### src/rtl/wiper_pkg.sv
package wiper_pkg;
  typedef enum logic [1:0] {
    STEP_NONE = 2'b00,
    STEP_UP   = 2'b01,
    STEP_DN   = 2'b10
  } step_e;
endpackage

### src/rtl/wiper_mode_ctl.sv
module wiper_mode_ctl
  import wiper_pkg::*;
(
  input  logic  clk_i,
  input  logic  rst_ni,
  input  logic  scl_i,
  input  logic  sda_i,
  input  logic  start_det_i,
  input  logic  stop_det_i,
  input  logic  arm_i,
  output logic  active_o,
  output step_e step_o
);
  logic scl_q, active_q, scl_rise;

  always_ff @(posedge clk_i or negedge rst_ni) begin
    if (!rst_ni) begin
      scl_q    <= 1'b0;
      active_q <= 1'b0;
    end else begin
      scl_q <= scl_i;
      if (start_det_i || stop_det_i) active_q <= 1'b0;
      else if (arm_i)                active_q <= 1'b1;
    end
  end

  assign scl_rise = scl_i & ~scl_q;

  always_comb begin
    step_o = STEP_NONE;
    if (active_q && scl_rise) step_o = sda_i ? STEP_UP : STEP_DN;
  end

  assign active_o = active_q;
endmodule

### src/rtl/wiper_count.sv
module wiper_count
  import wiper_pkg::*;
#(
  parameter int unsigned POS_W   = 6,
  parameter int unsigned RST_POS = 0
) (
  input  logic             clk_i,
  input  logic             rst_ni,
  input  logic             load_en_i,
  input  logic [POS_W-1:0] load_val_i,
  input  step_e            step_i,
  output logic [POS_W-1:0] cnt_next_o,
  output logic [POS_W-1:0] cnt_o
);
  localparam logic [POS_W-1:0] MaxPos = {POS_W{1'b1}};
  logic [POS_W-1:0] cnt_q;

  always_comb begin
    cnt_next_o = cnt_q;
    if (load_en_i)                                cnt_next_o = load_val_i;
    else if (step_i == STEP_UP && cnt_q != MaxPos) cnt_next_o = cnt_q + 1'b1;
    else if (step_i == STEP_DN && cnt_q != '0)     cnt_next_o = cnt_q - 1'b1;
  end

  always_ff @(posedge clk_i or negedge rst_ni) begin
    if (!rst_ni) cnt_q <= POS_W'(RST_POS);
    else         cnt_q <= cnt_next_o;
  end

  assign cnt_o = cnt_q;
endmodule

### src/rtl/tap_decode.sv
module tap_decode #(
  parameter int unsigned TAPS    = 64,
  parameter int unsigned RST_POS = 0,
  localparam int unsigned POS_W  = $clog2(TAPS)
) (
  input  logic             clk_i,
  input  logic             rst_ni,
  input  logic [POS_W-1:0] cnt_next_i,
  output logic [TAPS-1:0]  tap_en_o
);
  logic [TAPS-1:0] dec;
  logic [TAPS-1:0] tap_q;

  for (genvar g = 0; g < TAPS; g++) begin : g_tap
    assign dec[g] = (cnt_next_i == POS_W'(g));
  end

  // decode the next count so enables switch on the same edge as the count
  always_ff @(posedge clk_i or negedge rst_ni) begin
    if (!rst_ni) tap_q <= TAPS'(1) << RST_POS;
    else         tap_q <= dec;
  end

  assign tap_en_o = tap_q;
endmodule

### src/rtl/wiper_stepper.sv
module wiper_stepper
  import wiper_pkg::*;
#(
  parameter int unsigned TAPS    = 64,
  parameter int unsigned RST_POS = 0,
  localparam int unsigned POS_W  = $clog2(TAPS)
) (
  input  logic             clk_i,
  input  logic             rst_ni,
  input  logic             scl_i,
  input  logic             sda_i,
  input  logic             start_det_i,
  input  logic             stop_det_i,
  input  logic             incdec_arm_i,
  input  logic             load_en_i,
  input  logic [POS_W-1:0] load_val_i,
  output logic [POS_W-1:0] count_o,
  output logic [TAPS-1:0]  tap_en_o,
  output logic             incdec_active_o
);
  step_e            step;
  logic [POS_W-1:0] cnt_next;

  wiper_mode_ctl u_mode (
    .clk_i       (clk_i),
    .rst_ni      (rst_ni),
    .scl_i       (scl_i),
    .sda_i       (sda_i),
    .start_det_i (start_det_i),
    .stop_det_i  (stop_det_i),
    .arm_i       (incdec_arm_i),
    .active_o    (incdec_active_o),
    .step_o      (step)
  );

  wiper_count #(.POS_W(POS_W), .RST_POS(RST_POS)) u_count (
    .clk_i      (clk_i),
    .rst_ni     (rst_ni),
    .load_en_i  (load_en_i),
    .load_val_i (load_val_i),
    .step_i     (step),
    .cnt_next_o (cnt_next),
    .cnt_o      (count_o)
  );

  tap_decode #(.TAPS(TAPS), .RST_POS(RST_POS)) u_dec (
    .clk_i      (clk_i),
    .rst_ni     (rst_ni),
    .cnt_next_i (cnt_next),
    .tap_en_o   (tap_en_o)
  );
endmodule

### config.mk
export PLATFORM = sky130hd
export DESIGN_NAME = wiper_stepper
export DESIGN_NICKNAME = d
export VERILOG_FILES = /design/src/rtl/wiper_pkg.sv /design/src/rtl/wiper_mode_ctl.sv /design/src/rtl/wiper_count.sv /design/src/rtl/tap_decode.sv /design/src/rtl/wiper_stepper.sv
export SDC_FILE = /design/constraint.sdc
export NUM_CORES = 1
export LEC_CHECK = 0
export BUFFER_PORTS_ARGS = -buffer_cell sky130_fd_sc_hd__buf_2
export CORE_MARGIN = 5
export CORE_UTILIZATION = 40
export DETAILED_ROUTE_END_ITERATION = 10
export GPL_ROUTABILITY_DRIVEN = 0
export GPL_TIMING_DRIVEN = 0
export PLACE_DENSITY = 0.62
export REMOVE_ABC_BUFFERS = 1
export SLEW_MARGIN = 20
export SYNTH_ARGS = -nofsm -noshare
export SYNTH_HDL_FRONTEND = slang
export SYNTH_SLANG_ARGS = --single-unit
### constraint.sdc
create_clock -name clk_i -period 3.1 [get_ports clk_i]
set_clock_uncertainty 0.15 [all_clocks]
set_input_delay 0.62 -clock clk_i [delete_from_list [all_inputs] [get_ports clk_i]]
set_output_delay 0.62 -clock clk_i [all_outputs]
set_load 0.02 [all_outputs]
==> qor.txt <==
run status: finished clean
R2R cell count: 9
Core Region: 0.00714 mm^2
Synth top area share: 0.618
#FFs+latches synth: 72
required time of the worst setup path: 3210 ps
TritonCTS buffer count: 9
measured slew at the worst slew-check pin: 836 ps
Pwr Density: 554 mW/mm^2
IO Pins: 85
Design Area, Final: 0.00384 mm^2
VDD IR max: 0.216 mV
Worst Setup End Kind: register
reg2reg end: u_dec.tap_en_o[11]$_DFF_PN0_
first-pass GRT wire length: 11.1 mm
R2R setup slack: 100 ps
register area share after synthesis: 0.627
met3 usage: 0.0454
Leak Pwr: 0.00186 uW
Hold Path Origin: scl_i
Post-Synth XOR/XNOR Area: 0.00914
max_slew headroom: 0.442
Total GRT Usage: 0.161
die height: 94.8 um
Area Growth Syn to Fin: 33.5%
number of routed nets with antenna violations: 0
CTS Buffer Depth: 2
fin crit share: 0.968
area fraction in compound gates after synthesis: 0.0805
die width: 94.8 um
GR Util met1: 0.225
dpl cell area: 0.00341 mm^2
Post-DP HPWL: 4.61 mm
Simple-Gate Fraction of Synth Area: 0.206
Max-cap violations: 0
FP Rows: 31
Worst setup SP type: register
RSZ-0062 raised after global routing: yes
vias in the first global route: 2120
Hold Worst Slack: 270 ps
syn_area_per_cell: 11.8 um^2
Hold Crit Class: input pin to register
final-report setup violation count: 0
Post-synth ARST share: 1.00
Post-Route WL: 7.12 mm
Synth area leaders: dfrtp_1 (62%), nor3_1 (7.5%), nor4_1 (3.7%)
GR Util met2: 0.245
wire per inst: 16.4 um
CP Max Fanout: 10
Crit Path Class: register to register
area leader, netlist: dfrtp_1
CTS tree: done
Initial Util: 0.403
initial DRC count: 112
reg-to-reg startpoint: u_count.cnt_o[1]$_DFF_PN0_
fillers: 659
largest net degree at the start of global routing: 56
Endpoint, Worst Hold: u_mode.scl_q$_DFF_PN0_
Min Clock Period, post-route: 3000 ps
total power: 2130 uW
Port Buffers: 84
GR Overflow Total: 0
multiplexer share of the synthesized area: 0.0222
Yosys warnings: 0
pins over their slew limit: 0
Synth top cells by count: dfrtp_1 (71), nor3_1 (43), nor4_1 (17), nor2_1 (13), buf_2 (12)
Post-Syn Area: 0.00287 mm^2
Post-synth EDFFs: 0
Net count, final: 348
DIE AREA: 0.00898 mm^2
Worst-Skew Late Latency: 330 ps
post-synthesis adder-cell area fraction: 0.0131
largest family of logic cells by synthesized area: simple AND/OR/NAND/NOR gates
Distinct cells, synth: 46
DRC Markers: 0
share of cells above drive strength 1: 0.440
vias: 2250
Syn Inst Count: 244
crit path DAT: 3110 ps
root buffer cell: clkbuf_8
initial antenna violation count: 0
CTS clock-pin slew for the worst setup and hold paths: 70 ps
count leader, synth: dfrtp_1
H-tree Lvls: 3
Final Core Density: 0.538
WHS Path Cells: 1
CTS sink cnt: 72
Fmax achieved: 333 MHz
Vias per Instance: 5.17
final hold vios: 0
Synth Flop Type: dfrtp_1
ANT cells: 0
GR peak layer: met2
Pre-antenna DRT Iters: 4
[registers in the layout, summed over array words and instances, names as in the netlist]
name             count
u_mode.scl_q         1
u_mode.active_o      1
u_dec.tap_en_o      64
u_count.cnt_o        6
[worst max path at each step]
stage | slack, ps | startpoint | endpoint
after global routing | -10 | u_count.cnt_o[0]$_DFF_PN0_ | u_dec.tap_en_o[14]$_DFF_PN0_
final | 100 | u_count.cnt_o[1]$_DFF_PN0_ | u_dec.tap_en_o[11]$_DFF_PN0_
after detailed placement | -220 | u_count.cnt_o[1]$_DFF_PN0_ | u_dec.tap_en_o[50]$_DFF_PN0_
after CTS | 50 | u_count.cnt_o[1]$_DFF_PN0_ | u_dec.tap_en_o[42]$_DFF_PN0_
after global placement | -610 | u_count.cnt_o[0]$_DFF_PN0_ | u_dec.tap_en_o[50]$_DFF_PN0_
after floorplan | 10 | u_count.cnt_o[0]$_DFF_PN0_ | u_dec.tap_en_o[48]$_DFF_PN0_
[critical path, cell delays in order (launching register included)]
cell and delay, ps:
dfrtp_2 460, inv_2 90, ha_1 170, or4b_4 520, o2111a_1 250, a41o_1 260, xor2_1 200, o32a_4 490
buf_4 180, nor3_2 160
[logic make-up (layout without fill, tap and decap cells)]
kind of cell    count (synthesis)  in the layout
simple gates                  104            104
flops                          72             72
compound gates                 30             31
buf+inv                        26            117
mux                             6              6
fa+ha+maj                       3              3
xor+xnor                        3              3
[per-stage QoR]
stage	setup WS (ps)	std cells	setup TNS, ps
3_3_place_gp	-608	409	-19300
6_report	98.1	435	0
4_1_cts	53.7	431	0
5_1_grt	-13.0	435	-39.3
3_5_place_dp	-216	413	-4400
2_1_floorplan	10.4	226	0
[placed cells by master (no fill, tap or decap), types with 2 or more instances in the layout]
cell	Yosys	layout
nor2_1	13	13
nand3_1	3	3
buf_4	0	5
o21ai_0	4	4
buf_2	12	84
dfrtp_2	0	2
a31oi_4	0	2
nor3_2	9	11
nand3b_1	2	2
mux2i_1	3	2
inv_1	8	6
nor4_2	0	3
dfrtp_1	71	69
clkbuf_8	0	11
ha_1	3	3
o32a_4	1	2
mux2_2	3	3
bufinv_16	0	2
nand2_1	7	7
nor3_1	43	41
nor4_1	17	14
buf_6	1	2
inv_2	0	2
a21oi_1	7	6
[what timing repair did]
action	CTS	global route
hold buffers	1	0
endpoints found under the hold margin	16	0
endpoints found under the setup margin	47	52
buffers inserted	1	3
gates cloned	0	1
resized for setup	7	20
pin swaps	0	3
[power by group]
group,total [uW],leakage [uW],switching [uW],internal (uW)
clock,836,0.000113,337,499
sequential,986,0.000979,23.4,962
combinational,304,0.000770,212,91.4
total,2130,0.00186,572,1550
[metal layers]
metal  routed length (um)  share of wire  up-vias
met4                   66         0.0093        0
li1                     -              -     1065
met3                  547          0.077        9
met2                 3220           0.45       89
met5                    0              0        -
met1                 3290           0.46     1087
[cell type report]
type,count,area (um^2),area share
Timing Repair Buffer,93,518,0.135
Multi-Input combinational cell,147,1130,0.294
Tap cell,99,124,0.0323
Inverter,8,30.0,0.00783
Clock inverter,4,76.3,0.0199
Sequential cell,72,1810,0.470
Clock buffer,12,155,0.0404
Note: power is estimated with default switching activity, not from simulation.
